<file path="config.mk">
export PLATFORM = sky130hd
export DESIGN_NAME = dst_adjuster
export DESIGN_NICKNAME = d
export VERILOG_FILES = /design/src/rtl/dst_pkg.sv /design/src/rtl/dst_week_calc.sv /design/src/rtl/dst_point_match.sv /design/src/rtl/dst_ctrl.sv /design/src/rtl/dst_adjuster.sv
export SDC_FILE = /design/constraint.sdc
export NUM_CORES = 1
export LEC_CHECK = 0
export BUFFER_PORTS_ARGS = -buffer_cell sky130_fd_sc_hd__buf_2
export CORE_MARGIN = 2
export CORE_UTILIZATION = 39
export CTS_CLUSTER_DIAMETER = 120
export DETAILED_ROUTE_END_ITERATION = 8
export PLACE_DENSITY = 0.66
export SETUP_SLACK_MARGIN = 0.1
export SYNTH_ARGS = -nofsm -noshare
export SYNTH_HDL_FRONTEND = slang
export SYNTH_SLANG_ARGS = --single-unit
</file>
<file path="constraint.sdc">
create_clock -name clk -period 0.8 [get_ports clk]
set_clock_uncertainty 0.1 [all_clocks]
set_input_delay 0.16 -clock clk [delete_from_list [all_inputs] [get_ports clk]]
set_output_delay 0.16 -clock clk [all_outputs]
set_load 0.05 [all_outputs]
</file>
<file path="src/rtl/dst_pkg.sv">
package dst_pkg;

  localparam int unsigned BYTE_W     = 8;
  localparam int unsigned DOW_W      = 3;
  localparam int unsigned WEEK_W     = 3;
  localparam int unsigned SEL_DOW_W  = 4;
  localparam int unsigned BIN_W      = 7;
  localparam int unsigned MDAY_W     = 5;
  localparam int unsigned LAST_WEEK  = 5;
  localparam int unsigned NUM_PTS    = 2;
  localparam int unsigned PT_FWD     = 0;
  localparam int unsigned PT_REV     = 1;
  localparam int unsigned RST_STAGES = 2;

  typedef struct packed {
    logic [BYTE_W-1:0]    month;
    logic                 by_week;
    logic [WEEK_W-1:0]    week;
    logic [SEL_DOW_W-1:0] dow;
    logic [BYTE_W-1:0]    date;
    logic [BYTE_W-1:0]    hour;
  } dst_point_t;

  function automatic logic [BIN_W-1:0] bcd_to_bin(input logic [BYTE_W-1:0] b);
    return BIN_W'(b[7:4]) * BIN_W'(10) + BIN_W'(b[3:0]);
  endfunction

  function automatic logic [MDAY_W-1:0] days_in_month(input logic [BIN_W-1:0] mon,
                                                      input logic leap);
    logic [MDAY_W-1:0] n;
    case (mon)
      BIN_W'(2):  n = leap ? MDAY_W'(29) : MDAY_W'(28);
      BIN_W'(4),
      BIN_W'(6),
      BIN_W'(9),
      BIN_W'(11): n = MDAY_W'(30);
      default:    n = MDAY_W'(31);
    endcase
    return n;
  endfunction

  function automatic dst_point_t make_point(input logic [BYTE_W-1:0] mon,
                                            input logic [BYTE_W-1:0] sel,
                                            input logic [BYTE_W-1:0] dat,
                                            input logic [BYTE_W-1:0] hr);
    dst_point_t p;
    p.month   = mon;
    p.by_week = sel[7];
    p.week    = sel[6:4];
    p.dow     = sel[3:0];
    p.date    = dat;
    p.hour    = hr;
    return p;
  endfunction

endpackage

</file>
<file path="src/rtl/dst_week_calc.sv">
module dst_week_calc
  import dst_pkg::*;
#(
  parameter int unsigned DAYS_PER_WEEK = 7
) (
  input  logic              clk,
  input  logic              rst_n,
  input  logic [BYTE_W-1:0] cur_year,
  input  logic [BYTE_W-1:0] cur_month,
  input  logic [BYTE_W-1:0] cur_date,
  output logic [WEEK_W-1:0] week_idx,
  output logic              is_last
);

  localparam logic [BIN_W-1:0] WK_LEN = BIN_W'(DAYS_PER_WEEK);

  logic [BIN_W-1:0]  date_bin;
  logic [BIN_W-1:0]  mon_bin;
  logic [BIN_W-1:0]  year_bin;
  logic              leap;
  logic [MDAY_W-1:0] mdays;
  logic [BIN_W-1:0]  date_m1;
  logic [BIN_W:0]    reach;

  always_comb begin
    date_bin = bcd_to_bin(cur_date);
    mon_bin  = bcd_to_bin(cur_month);
    year_bin = bcd_to_bin(cur_year);
    leap     = (year_bin % BIN_W'(4)) == '0;
    mdays    = days_in_month(mon_bin, leap);
    date_m1  = date_bin - BIN_W'(1);
    week_idx = WEEK_W'((date_m1 / WK_LEN) + BIN_W'(1));
    reach    = {1'b0, date_bin} + {1'b0, WK_LEN};
    is_last  = reach > (BIN_W+1)'(mdays);
  end

  // a legal date always lands in week 1..5
  p_week_range_r6: assert property (@(posedge clk) disable iff (!rst_n)
    (date_bin >= BIN_W'(1) && date_bin <= BIN_W'(31))
      |-> (week_idx >= WEEK_W'(1) && week_idx <= WEEK_W'(LAST_WEEK)));

  // the fifth occurrence of a weekday is always its last one
  p_fifth_is_last_r7: assert property (@(posedge clk) disable iff (!rst_n)
    (date_bin >= BIN_W'(1) && date_bin <= BIN_W'(mdays) && week_idx == WEEK_W'(LAST_WEEK))
      |-> is_last);

endmodule

</file>
<file path="src/rtl/dst_point_match.sv">
module dst_point_match
  import dst_pkg::*;
(
  input  dst_point_t        pt,
  input  logic [BYTE_W-1:0] cur_month,
  input  logic [BYTE_W-1:0] cur_date,
  input  logic [DOW_W-1:0]  cur_dow,
  input  logic [BYTE_W-1:0] cur_hour,
  input  logic [BYTE_W-1:0] cur_min,
  input  logic [WEEK_W-1:0] week_idx,
  input  logic              is_last,
  output logic              day_hit,
  output logic              at_hour,
  output logic              before_hour
);

  logic month_hit;
  logic week_hit;
  logic wkday_hit;
  logic date_hit;
  logic top_of_hour;

  always_comb begin
    month_hit   = cur_month == pt.month;
    week_hit    = (week_idx == pt.week) ||
                  ((pt.week == WEEK_W'(LAST_WEEK)) && is_last);
    wkday_hit   = (pt.dow == SEL_DOW_W'(cur_dow)) && week_hit;
    date_hit    = cur_date == pt.date;
    day_hit     = month_hit && (pt.by_week ? wkday_hit : date_hit);
    top_of_hour = cur_min == '0;
    at_hour     = top_of_hour && (cur_hour == pt.hour);
    before_hour = top_of_hour && (cur_hour < pt.hour);
  end

endmodule

</file>
<file path="src/rtl/dst_ctrl.sv">
module dst_ctrl
  import dst_pkg::*;
(
  input  logic clk,
  input  logic rst_n,
  input  logic tick,
  input  logic enable,
  input  logic fwd_day,
  input  logic fwd_at,
  input  logic fwd_before,
  input  logic rev_day,
  input  logic rev_at,
  input  logic rev_before,
  output logic hour_inc,
  output logic hour_dec,
  output logic dst_active
);

  logic arm_fwd_q, arm_fwd_d;
  logic arm_rev_q, arm_rev_d;
  logic active_q,  active_d;
  logic inc_q,     inc_d;
  logic dec_q,     dec_d;
  logic fire_fwd,  fire_rev;
  logic state_en;

  // next-state logic
  always_comb begin
    fire_fwd  = tick && enable && arm_fwd_q && !active_q && fwd_day && fwd_at;
    fire_rev  = tick && enable && arm_rev_q &&  active_q && rev_day && rev_at;
    state_en  = tick || !enable;
    arm_fwd_d = arm_fwd_q;
    arm_rev_d = arm_rev_q;
    active_d  = active_q;
    if (!enable) begin
      arm_fwd_d = 1'b0;
      arm_rev_d = 1'b0;
      active_d  = 1'b0;
    end else begin
      if (fire_fwd)                    arm_fwd_d = 1'b0;
      else if (fwd_day && fwd_before)  arm_fwd_d = 1'b1;
      if (fire_rev)                    arm_rev_d = 1'b0;
      else if (rev_day && rev_before)  arm_rev_d = 1'b1;
      if (fire_fwd)      active_d = 1'b1;
      else if (fire_rev) active_d = 1'b0;
    end
    inc_d = fire_fwd;
    dec_d = fire_rev;
  end

  // state registers, updated on a tick or while disabled
  always_ff @(posedge clk or negedge rst_n) begin
    if (!rst_n) begin
      arm_fwd_q <= 1'b0;
      arm_rev_q <= 1'b0;
      active_q  <= 1'b0;
    end else if (state_en) begin
      arm_fwd_q <= arm_fwd_d;
      arm_rev_q <= arm_rev_d;
      active_q  <= active_d;
    end
  end

  // command pulse registers
  always_ff @(posedge clk or negedge rst_n) begin
    if (!rst_n) begin
      inc_q <= 1'b0;
      dec_q <= 1'b0;
    end else begin
      inc_q <= inc_d;
      dec_q <= dec_d;
    end
  end

  assign hour_inc   = inc_q;
  assign hour_dec   = dec_q;
  assign dst_active = active_q;

  p_inc_after_tick_r11: assert property (@(posedge clk) disable iff (!rst_n)
    hour_inc |-> $past(tick));

  p_dec_after_tick_r11: assert property (@(posedge clk) disable iff (!rst_n)
    hour_dec |-> $past(tick));

  p_one_direction_r3: assert property (@(posedge clk) disable iff (!rst_n)
    $onehot0({hour_inc, hour_dec}));

  p_inc_sets_status_r2: assert property (@(posedge clk) disable iff (!rst_n)
    hour_inc |-> (dst_active && !$past(dst_active)));

  p_status_rises_by_inc_r2: assert property (@(posedge clk) disable iff (!rst_n)
    $rose(dst_active) |-> hour_inc);

  p_no_double_fallback_r4: assert property (@(posedge clk) disable iff (!rst_n)
    hour_dec |-> ($past(dst_active) && !dst_active));

  p_disable_clears_r9: assert property (@(posedge clk) disable iff (!rst_n)
    !enable |=> (!dst_active && !hour_inc && !hour_dec));

endmodule

</file>
<file path="src/rtl/dst_adjuster.sv">
module dst_adjuster
  import dst_pkg::*;
(
  input  logic              clk,
  input  logic              rst_n,
  input  logic              tick,
  input  logic [BYTE_W-1:0] cur_year,
  input  logic [BYTE_W-1:0] cur_month,
  input  logic [BYTE_W-1:0] cur_date,
  input  logic [DOW_W-1:0]  cur_dow,
  input  logic [BYTE_W-1:0] cur_hour,
  input  logic [BYTE_W-1:0] cur_min,
  input  logic [BYTE_W-1:0] fwd_month,
  input  logic [BYTE_W-1:0] fwd_wkday,
  input  logic [BYTE_W-1:0] fwd_date,
  input  logic [BYTE_W-1:0] fwd_hour,
  input  logic [BYTE_W-1:0] rev_month,
  input  logic [BYTE_W-1:0] rev_wkday,
  input  logic [BYTE_W-1:0] rev_date,
  input  logic [BYTE_W-1:0] rev_hour,
  output logic              hour_inc,
  output logic              hour_dec,
  output logic              dst_active
);

  logic [RST_STAGES-1:0] rst_pipe;
  logic                  rst_n_int;

  // asynchronous assert, synchronous release
  always_ff @(posedge clk or negedge rst_n) begin
    if (!rst_n) rst_pipe <= '0;
    else        rst_pipe <= {rst_pipe[RST_STAGES-2:0], 1'b1};
  end
  assign rst_n_int = rst_pipe[RST_STAGES-1];

  logic              master_en;
  logic [WEEK_W-1:0] week_idx;
  logic              is_last;
  dst_point_t        pts [NUM_PTS];
  logic [NUM_PTS-1:0] day_hit;
  logic [NUM_PTS-1:0] at_hour;
  logic [NUM_PTS-1:0] before_hour;

  assign master_en    = fwd_month[7];
  assign pts[PT_FWD]  = make_point({1'b0, fwd_month[6:0]}, fwd_wkday, fwd_date, fwd_hour);
  assign pts[PT_REV]  = make_point(rev_month, rev_wkday, rev_date, rev_hour);

  dst_week_calc u_week (
    .clk       (clk),
    .rst_n     (rst_n_int),
    .cur_year  (cur_year),
    .cur_month (cur_month),
    .cur_date  (cur_date),
    .week_idx  (week_idx),
    .is_last   (is_last)
  );

  for (genvar g = 0; g < NUM_PTS; g++) begin : g_point
    dst_point_match u_match (
      .pt          (pts[g]),
      .cur_month   (cur_month),
      .cur_date    (cur_date),
      .cur_dow     (cur_dow),
      .cur_hour    (cur_hour),
      .cur_min     (cur_min),
      .week_idx    (week_idx),
      .is_last     (is_last),
      .day_hit     (day_hit[g]),
      .at_hour     (at_hour[g]),
      .before_hour (before_hour[g])
    );
  end

  dst_ctrl u_ctrl (
    .clk        (clk),
    .rst_n      (rst_n_int),
    .tick       (tick),
    .enable     (master_en),
    .fwd_day    (day_hit[PT_FWD]),
    .fwd_at     (at_hour[PT_FWD]),
    .fwd_before (before_hour[PT_FWD]),
    .rev_day    (day_hit[PT_REV]),
    .rev_at     (at_hour[PT_REV]),
    .rev_before (before_hour[PT_REV]),
    .hour_inc   (hour_inc),
    .hour_dec   (hour_dec),
    .dst_active (dst_active)
  );

  // the forward month field 00h can never be the calendar month
  p_zero_month_r10: assert property (@(posedge clk) disable iff (!rst_n_int)
    (fwd_month[6:0] == '0 && cur_month != '0) |-> !day_hit[PT_FWD]);

endmodule

</file>
=== Yosys cells after proc, flatten, opt, wreduce, memory -nomap -nowiden ===
Index checks and enable logic that the tools add are counted.

* Register bits: 7
* Input bits: 110
* Output and inout bits: 3
* Logic and storage cells: 84

* Add/sub/neg operators: 6
* Multipliers: 3
* Div/mod/pow operators: 1
* Magnitude comparators: 3
* Equality and inequality tests: 20
* Muxes and demuxes: 13
* Reductions and logical operators: 32

{| class="wikitable"
|+ Operator list
! cell !! count
|-
| equality test 8 bit || 5
|-
| logical AND 1 bit || 21
|-
| less-than comparator 8 bit || 2
|-
| adder 7 x 4 -> 7 bit || 2
|-
| equality test 7 x 3 -> 1 bit, second input constant || 2
|-
| equality test 7 x 4 -> 1 bit, second input constant || 2
|-
| multiplier 4 x 3 -> 6 bit, second input constant || 2
|-
| 2-to-1 mux 1 bit || 12
|-
| case mux 5 bit (2 select lines) || 1
|-
| != test 3 x 1 -> 1 bit, second input constant || 3
|-
| adder 7 x 3 -> 8 bit, second input constant || 1
|-
| equality test 4 x 3 -> 1 bit || 2
|-
| equality test 8 x 7 -> 1 bit || 1
|-
| greater-than comparator 8 x 5 -> 1 bit || 1
|-
| zero test 8 bit || 1
|-
| divider 7 x 3 -> 7 bit, second input constant || 1
|-
| equality test 7 x 2 -> 1 bit, second input constant || 1
|-
| zero test 7 bit || 1
|-
| subtractor 7 x 1 -> 7 bit, second input constant || 1
|-
| equality test 3 bit || 2
|-
| equality test 3 bit, second input constant || 2
|-
| AND reduction 2 bit || 3
|-
| multiplier 4 x 3 -> 1 bit, second input constant || 1
|-
| OR reduction 4 bit || 1
|-
| other kinds (4) || 7
|}

=== Longest topological paths before layout ===
Gate-level depths: netlist (run 1).

* Depth after elaboration: 16
* Gate-level depth with buffers: 25

=== Modules after synthesis ===
From an unflattened synthesis (run 1), not the netlist that was laid out.

* Cells, all modules: 309
* Area, all modules: 2471.1 µm²

{| class="wikitable"
|+ By module, submodules not included
! module !! times used !! cells an instance !! area each (µm²) !! seq. area each (µm²)
|-
| dst_week_calc || 1 || 163 || 1212.4 || 0.0
|-
| dst_point_match || 2 || 62 || 488.0 || 0.0
|-
| dst_ctrl || 1 || 18 || 225.2 || 125.1
|-
| dst_adjuster || 1 || 4 || 57.6 || 50.0
|}

=== Worst setup path after synthesis (run 1) ===
No wires, ideal clock.

* Kind: input -> register
* Start: in cur_date[1]
* End: reg u_ctrl.arm_fwd_q
* Arrival time: 5.174 ns
* Path slack: -4.541 ns
* Stages: 20
* Path buffers: 0
* Cell sequence: ha_1 -> inv_1 -> fa_1 -> nor3b_1 -> nand2_1 -> a21oi_1 -> xnor2_1 -> or2_2 -> o211ai_1 -> o311ai_1 -> ha_1 -> or3_4 -> a2111oi_4 -> nor2_2 -> ha_1 -> xnor3_1 -> nand3b_1 -> or4_1 -> o211ai_1 -> o2111a_1

* Word-level cells in the longest chain between the ends: 13

{| class="wikitable"
|+ RTL lines
! what !! RTL line !! source
|-
| from (decl) || dst_adjuster.sv:9 || <nowiki>input logic [BYTE_W-1:0] cur_date,</nowiki>
|-
| adder 7 x 4 -> 7 bit || dst_pkg.sv:25 || <nowiki>return BIN_W'(b[7:4]) * BIN_W'(10) + BIN_W'(b[3:0]);</nowiki>
|-
| subtractor 7 x 1 -> 7 bit || dst_week_calc.sv:31 || <nowiki>date_m1 = date_bin - BIN_W'(1);</nowiki>
|-
| divider 7 x 3 -> 7 bit || dst_week_calc.sv:32 || <nowiki>week_idx = WEEK_W'((date_m1 / WK_LEN) + BIN_W'(1));</nowiki>
|-
| adder 3 x 1 -> 3 bit || dst_week_calc.sv:32 ||
|-
| equality test 3 bit || dst_point_match.sv:25 || <nowiki>week_hit = (week_idx == pt.week) ||</nowiki>
|-
| logical OR 1 bit || dst_point_match.sv:25 ||
|-
| logical AND 1 bit || dst_point_match.sv:27 || <nowiki>wkday_hit = (pt.dow == SEL_DOW_W'(cur_dow)) && week_hit;</nowiki>
|-
| 2-to-1 mux 1 bit (*) || dst_point_match.sv:29 || <nowiki>day_hit = month_hit && (pt.by_week ? wkday_hit : date_hit);</nowiki>
|-
| logical AND 1 bit (*) || dst_point_match.sv:29 ||
|-
| logical AND 1 bit (2 in series) || dst_ctrl.sv:29 || <nowiki>fire_fwd = tick && enable && arm_fwd_q && !active_q && fwd_day && fwd_at;</nowiki>
|-
| != test 3 x 1 -> 1 bit (no source line) or 2-to-1 mux 1 bit (tied branches) || -- ||
|-
| AND reduction 2 bit (no source line) or 2-to-1 mux 1 bit (tied branches) || -- ||
|-
| to (signal assigned) || dst_ctrl.sv:58 || <nowiki>arm_fwd_q <= arm_fwd_d;</nowiki>
|-
| to (decl) || dst_ctrl.sv:19 || <nowiki>logic arm_fwd_q, arm_fwd_d;</nowiki>
|}

Mark *: on every way between the ends. The rest lies on a longest branch, timed or not.
A chain may end at the register's enable or synchronous reset.

=== Final worst setup path (run 1) ===
* Start: in cur_date[5]
* End: reg u_ctrl.arm_fwd_q

* Word-level cells in the longest chain between the ends: 14

{| class="wikitable"
|+ RTL lines
! what !! RTL line
|-
| multiplier 4 x 3 -> 6 bit || dst_pkg.sv:25
|-
| adder 7 x 4 -> 7 bit || dst_pkg.sv:25
|-
| subtractor 7 x 1 -> 7 bit || dst_week_calc.sv:31
|-
| divider 7 x 3 -> 7 bit || dst_week_calc.sv:32
|-
| adder 3 x 1 -> 3 bit || dst_week_calc.sv:32
|-
| equality test 3 bit || dst_point_match.sv:25
|-
| logical OR 1 bit || dst_point_match.sv:25
|-
| logical AND 1 bit || dst_point_match.sv:27
|-
| 2-to-1 mux 1 bit (*) || dst_point_match.sv:29
|-
| logical AND 1 bit (*) || dst_point_match.sv:29
|-
| logical AND 1 bit (2 in series) || dst_ctrl.sv:29
|-
| != test 3 x 1 -> 1 bit (no source line) or 2-to-1 mux 1 bit (tied branches) || --
|-
| AND reduction 2 bit (no source line) or 2-to-1 mux 1 bit (tied branches) || --
|}

Marks and branches as above.

==> summary.md, run 1 <==
| Metric | Value |
|---|---|
| Buffers on Ports | `107` |
| #FFs+latches synth | `7` |
| Total Routed Length | `10570 um` |
| DR iter-0 viols | `301` |
| Final nets | `739` |
| Syn Area/Cell | `7.706 um2` |
| Top Ports | `113` |
| Clk pwr share | `6.3%` |
| Max VDD drop | `0.0009103 V` |
| Combinational share of power | `89.0%` |
| Vias/cell | `5.562` |
| Critical path peak fanout | `5` |
| Met3 Use GR | `2.464%` |
| Post-synth EDFFs | `0` |
| Data required, critical path | `0.87 ns` |
| Die Y | `87.40 um` |
| Leading area contributor after synthesis | `ha_1` |
| Core area | `6756 um2` |
| Core Util, Final | `72.48%` |
| Sequential fraction of the synthesis area | `6.458%` |
| Clock insertion delay at the later pin of the skew report | `0.23 ns` |
| Critical Path Sink Type | `register` |
| Worst hold path class | `register to async pin` |
| Antenna diode count | `0` |
| Final Critical Period | `5.103 ns` |
| Chip width | `87.40 um` |
| Worst path cell trace | `buf_8 > ha_4 > ha_4 > fa_1 > inv_2 > a211o_1 > a211o_4 > o2111a_1 > o21ai_0 > o2111a_2 > a31oi_2 > or3_4 > a2111oi_4 > nor2_4 > ha_4 > xnor3_1 > nand3b_1 > or4_1 > o211ai_1 > o2111a_1` |
| Vias in the first global route | `3419` |
| Seq pwr share | `4.7%` |
| CP startpoint kind | `primary input` |
| GRT Total Usage | `24.04%` |
| RSZ-0062 raised after global routing | `true` |
| # clock sinks | `7` |
| Fraction of registers with async set/reset | `100.0%` |
| Final Max Slew Viols | `0` |
| Largest net degree at the start of global routing | `9` |
| WL per Instance | `15.81 um` |
| Crit path from | `cur_date[5]` |
| Yosys top cell area share | `16.14%` |
| Clk root buf | `clkbuf_8` |
| Area growth syn-to-layout | `80.54%` |
| Initial Util | `40.15%` |
| TritonCTS clock tree | `yes` |
| Reg-to-reg startpoint | `u_ctrl.dst_active$_DFFE_PN0P_` |
| Worst path max stage delay | `0.56 ns` |
| Synth Flop Type | `dfrtp_1` |
| Die area | `7639 um2` |
| Yosys warns | `0` |
| Worst setup margin | `-4.303 ns` |
| Final routed DRC violation total | `0` |
| CP Class | `primary input to register` |
| Total global routing overflow | `0` |
| Clock transition at path regs | `0.04 ns` |
| Internal power | `4.447 mW` |
| Status | `finished, violations left` |
| DP Wirelength | `7675 um` |
| Number of distinct library cells after synthesis | `62` |
| Slowest cell on crit path | `or4_1` |
| Share of post-route cells with drive strength above 1 | `53.31%` |
| H-tree depth | `1` |
| # setup viols final | `8` |
| Failing checks | `hold timing, setup timing` |
| Placed insts | `645` |
| Tcrit/Tclk final | `637.8%` |
| Hold slack final | `-0.02195 ns` |
| RePlAce Congestion | `0.9273` |
| FILL cells | `498` |
| Row Count | `30` |
| Sw frac | `43.59%` |
| Vias post-DR | `3721` |
| CTS Buf Count | `3` |
| Pre-antenna DRT Iters | `6` |
| Met1 Use GR | `29.75%` |
| GRT Max-Usage Layer | `met2` |
| CP top delay family | `compound AO/OA/AOI/OAI gates` |
| GRT met2 Usage | `43.80%` |
| Placement Setup Slack | `-4.497 ns` |
| WP buf/inv | `2` |
| ANT nets after route | `0` |
| Cell Count, Final, Fillers Out | `669` |
| Cell repeated most along the worst path | `ha_4` |
| Post-synthesis cell count | `352` |
| NetSw | `3.437 mW` |
| Max-cap violations | `0` |
| Worst Path Arrival | `5.17 ns` |
| Synth top area cells | `ha_1, xor2_1, xnor2_1` |
| Max clock buf depth | `2` |
| Hold Vio Cnt, Final | `5` |
| First-pass GRT wire length | `15000 um` |
| Leakage power | `2.355 nW` |
| Pwr dens | `1610 nW/um2` |
| Net Count, Synth | `501` |
| # hold bufs at CTS | `1` |
| Initial antenna violation count | `0` |
| Synthesized area | `2713 um2` |
| Fmax | `0.1960 GHz` |
-- flip-flops by register name, indices dropped and copies added, names as in the netlist --
signal and flops:
u_ctrl.hour_dec 1, rst_pipe 2, u_ctrl.arm_fwd_q 1, u_ctrl.hour_inc 1
u_ctrl.arm_rev_q 1, u_ctrl.dst_active 1
-- placed cells by master, fill, tap and decap left out, types with 3 or more instances in the layout --
cell type	instances
buf_4	122
buf_2	100
ha_1	27
xor2_1	26
inv_1	22
xnor2_1	20
o21ai_0	16
nor2_1	15
nand2_1	14
a21oi_1	13
nand3_1	12
buf_6	12
nor4_1	9
a21o_1	8
nand4_1	8
o211ai_1	7
or4_1	7
ha_4	7
o21a_1	6
nor3_1	6
a21oi_2	5
nor2b_1	5
nor3_2	4
a31oi_1	4
buf_8	4
dfrtp_1	4
inv_2	3
nand3b_1	3
and3_1	3
nand2_4	3
o21ai_1	3
or3_4	3
xnor2_2	3
or3_1	3
fa_1	3
clkbuf_8	3
dfrtp_2	3
-- cell families (layout without fill, tap and decap cells) --
group	Yosys count	count (layout)	share of synthesized area, %
other	1	1	0.1382
buffers and inverters	31	268	4.566
adder cells (fa/ha/maj)	39	39	19.10
flip-flops	7	7	6.458
AO/OA/AOI/OAI	92	92	23.62
AND/OR/NAND/NOR	126	126	26.43
XOR/XNOR	54	54	18.96
multiplexers	2	2	0.7380
-- cell type report --
class	count	area [um2]	area share (%)
multi-input combinational	314	2858	58.35
inverter	25	93.84	1.916
clock buffer	4	45.04	0.9198
timing repair buffer	239	1622	33.11
sequential	7	178.9	3.654
tap	80	100.1	2.044
-- layer usage --
| layer | part of all wire [%] | vias to the layer above |
|---|---|---|
| met3 | 5.6 | 26 |
| met1 | 42 | 1721 |
| met4 | 2.1 | 0 |
| met5 | 0 | - |
| li1 | - | 1793 |
| met2 | 50 | 181 |
-- path summary, 6_finish.rpt --
path | endpoint | slack, ns | cells past startpoint
min | u_ctrl.arm_fwd_q$_DFFE_PN0P_ | -0.02 | 0
max in group asynchronous | rst_pipe[1]$_DFF_PN0_ | 0.35 | 2
max reg2reg | u_ctrl.arm_fwd_q$_DFFE_PN0P_ | -1.21 | 6
min in group clk | u_ctrl.arm_rev_q$_DFFE_PN0P_ | 0.19 | 4
min reg2reg | u_ctrl.arm_fwd_q$_DFFE_PN0P_ | -0.02 | 0
max | u_ctrl.arm_fwd_q$_DFFE_PN0P_ | -4.30 | 20
-- synth_stat cells (6+ instances only) --
cell type,instances
nor3_1,10
nand3_1,13
and3_1,6
a21oi_1,19
o211ai_1,7
o21a_1,6
ha_1,35
nor4_1,10
or4_1,7
a21o_1,8
xnor2_1,24
nor2b_1,6
nor2_1,17
nand4_1,8
inv_1,25
dfrtp_1,7
xor2_1,27
o21ai_0,19
nand2_1,19
-- stage by stage --
| step | TNS [ns] | cell area, um2 | power [mW] |
|---|---|---|---|
| 2_1_floorplan | -19.89 | 2874 | 3.617 |
| 3_3_place_gp | -21.10 | 4297 | 5.629 |
| 3_5_place_dp | -21.46 | 4297 | 5.718 |
| 4_1_cts | -20.98 | 4612 | 6.845 |
| 5_1_grt | -21.62 | 4897 | 8.309 |
| 6_report | -21.14 | 4897 | 7.884 |
-- power by group through the flow --
stage	Sequential (mW)	Clock, mW	Combinational (mW)
after floorplan	0.370	0	3.25
after global placement	0.371	0	5.26
after detailed placement	0.371	0	5.35
after CTS	0.367	0.499	5.98
after global routing	0.367	0.534	7.41
final	0.367	0.497	7.02
-- worst register-to-register path, stage by stage, from the launching register on --
cell	delay (ns)
dfrtp_2	0.40
nand4b_1	0.16
or4_1	0.48
or2_2	0.36
nor3_2	0.12
mux2i_1	0.12
o2111a_1	0.15
-- repair_timing --
| item | CTS | global route |
|---|---|---|
| gates cloned | 0 | 0 |
| gates resized for setup | 38 | 49 |
| setup buffers | 10 | 10 |
| pin swaps | 27 | 44 |
| setup endpoints to repair | 8 | 8 |
| endpoints found under the hold margin | 7 | 4 |
(Power assumes the default switching activity.)
==> inputs of run 2 (changes only) <==
--- a/config.mk
+++ b/config.mk
@@ -10,8 +10,9 @@
 export CORE_UTILIZATION = 39
 export CTS_CLUSTER_DIAMETER = 120
 export DETAILED_ROUTE_END_ITERATION = 8
+export HOLD_SLACK_MARGIN = 0.02
 export PLACE_DENSITY = 0.66
-export SETUP_SLACK_MARGIN = 0.1
+export SETUP_SLACK_MARGIN = 0.3
 export SYNTH_ARGS = -nofsm -noshare
 export SYNTH_HDL_FRONTEND = slang
 export SYNTH_SLANG_ARGS = --single-unit
==> summary.md, run 2 (synthesized netlist as in run 1, its figures left out) <==
| Metric | Value |
|---|---|
| Status | `finished, violations left` |
| Failing checks | `hold timing, setup timing` |
| Clock transition at path regs | `0.04 ns` |
| Max VDD drop | `0.0009561 V` |
| Hold slack final | `-0.02583 ns` |
| CP Class | `primary input to register` |
| Vias post-DR | `3693` |
| CP startpoint kind | `primary input` |
| Worst R2R Setup Slack | `-1.20 ns` |
| Die Y | `87.40 um` |
| DP Wirelength | `7675 um` |
| Final TNS setup | `-21.01 ns` |
| Antenna diode count | `0` |
| Row Count | `30` |
| # setup viols final | `8` |
| Largest net degree at the start of global routing | `9` |
| WL per Instance | `15.46 um` |
| Final nets | `739` |
| GRT Total Usage | `24.04%` |
| Reg-to-reg startpoint | `u_ctrl.dst_active$_DFFE_PN0P_` |
| RSZ-0062 raised after global routing | `true` |
| Worst Path Arrival | `5.19 ns` |
| First-pass GRT wire length | `15000 um` |
| Total global routing overflow | `0` |
| Pre-antenna DRT Iters | `4` |
| RePlAce Congestion | `0.9273` |
| Initial antenna violation count | `0` |
| Fmax | `0.1951 GHz` |
| H-tree depth | `1` |
| Final routed DRC violation total | `0` |
| Worst path max stage delay | `0.56 ns` |
| Buffers on Ports | `107` |
| Data required, critical path | `0.86 ns` |
| Cell repeated most along the worst path | `ha_4` |
| # clock sinks | `7` |
| Max-cap violations | `0` |
| FILL cells | `494` |
| Top Ports | `113` |
| Final Max Slew Viols | `0` |
| Vias in the first global route | `3419` |
| Leakage power | `2.355 nW` |
| Max clock buf depth | `2` |
| TritonCTS clock tree | `yes` |
| Tcrit/Tclk final | `640.8%` |
| Max reg flops | `2` |
| Largest Register | `rst_pipe` |
| Commonest non-fill, non-tap cells in the layout | `buf_4, buf_2, ha_1, xor2_1, inv_1` |
| WP buf/inv | `3` |
| Clk root buf | `clkbuf_8` |
| R2R depth | `6` |
| Pwr dens | `1598 nW/um2` |
| Critical path peak fanout | `5` |
| Worst hold path class | `register to async pin` |
| # hold bufs at CTS | `1` |
| CP top delay family | `compound AO/OA/AOI/OAI gates` |
| Clock insertion delay at the later pin of the skew report | `0.23 ns` |
| Crit path from | `cur_date[5]` |
| ANT nets after route | `0` |
| Total Routed Length | `10340 um` |
| Slowest cell on crit path | `or4_1` |
| Critical Path Sink Type | `register` |
| Hold Vio Cnt, Final | `5` |
| DR iter-0 viols | `246` |
| Worst setup margin | `-4.326 ns` |
| Core Util, Final | `72.48%` |
| Area growth syn-to-layout | `80.54%` |
| Worst path cell trace | `buf_8 > ha_4 > ha_4 > fa_1 > inv_2 > o211ai_1 > buf_4 > a211o_4 > o2111a_1 > o21ai_0 > o2111a_2 > a31oi_2 > or3_4 > a2111oi_4 > nor2_4 > ha_4 > xnor3_1 > nand3b_1 > or4_1 > o211ai_1 > o2111a_1` |
| Final Critical Period | `5.126 ns` |
| Die area | `7639 um2` |
| Vias/cell | `5.520` |
| RR Endpoint | `u_ctrl.arm_fwd_q$_DFFE_PN0P_` |
| Share of post-route cells with drive strength above 1 | `53.31%` |
| Core area | `6756 um2` |
| Most common cell after layout, fill and taps aside | `buf_4` |
| CTS Buf Count | `3` |
| Initial Util | `40.15%` |
| Chip width | `87.40 um` |
## run 2: cell counts in the layout (fill, tap and decap cells not counted)
No cell type changed its count.
## run 2: worst max path at each step
stage	end	cells after the start	slack (ns)
after detailed placement	u_ctrl.arm_fwd_q$_DFFE_PN0P_	20	-4.50
after global placement	u_ctrl.arm_fwd_q$_DFFE_PN0P_	21	-4.36
after CTS	u_ctrl.arm_fwd_q$_DFFE_PN0P_	21	-4.14
after floorplan	u_ctrl.arm_fwd_q$_DFFE_PN0P_	21	-4.22
final	u_ctrl.arm_fwd_q$_DFFE_PN0P_	21	-4.33
after global routing	u_ctrl.arm_fwd_q$_DFFE_PN0P_	21	-4.41
## run 2: cell type report
type,count,area [um2],share of cell area (%)
Timing Repair Buffer,239,1622,33.11
Multi-Input combinational cell,314,2858,58.35
Sequential cell,7,178.9,3.654
Tap cell,80,100.1,2.044
Clock buffer,4,45.04,0.9198
Inverter,25,93.84,1.916
## run 2: per-stage QoR
stage	hold WS [ns]	setup slack [ns]	cells	total power, mW	instance area [um2]
floorplan	-0.2356	-4.220	352	3.617	2874
global placement	-0.1544	-4.362	645	5.629	4297
detailed placement	-0.1510	-4.497	645	5.718	4297
CTS	-0.02149	-4.140	660	6.845	4612
global route	-0.004645	-4.410	669	8.288	4897
finish	-0.02583	-4.326	669	7.827	4897
## run 2: what timing repair did
| item | in CTS | in global routing |
|---|---|---|
| resized for setup | 38 | 48 |
| pin swaps | 27 | 44 |
| setup buffers | 10 | 9 |
| hold endpoints to repair | 7 | 5 |
| endpoints found under the setup margin | 9 | 9 |
## run 2: layer usage
| layer | GRT usage [%] | up-vias | part of all wire (%) |
|---|---|---|---|
| met5 | 0 | - | 0 |
| met4 | 6.573 | 0 | 2.2 |
| met3 | 2.464 | 24 | 6.0 |
| met2 | 43.80 | 153 | 51 |
| met1 | 29.75 | 1723 | 41 |
| li1 | - | 1793 | - |
## run 2: power by group
| part | switching, mW | internal, mW |
|---|---|---|
| Clock | 0.152 | 0.345 |
| Combinational | 3.22 | 3.74 |
| Sequential | 0.00560 | 0.361 |
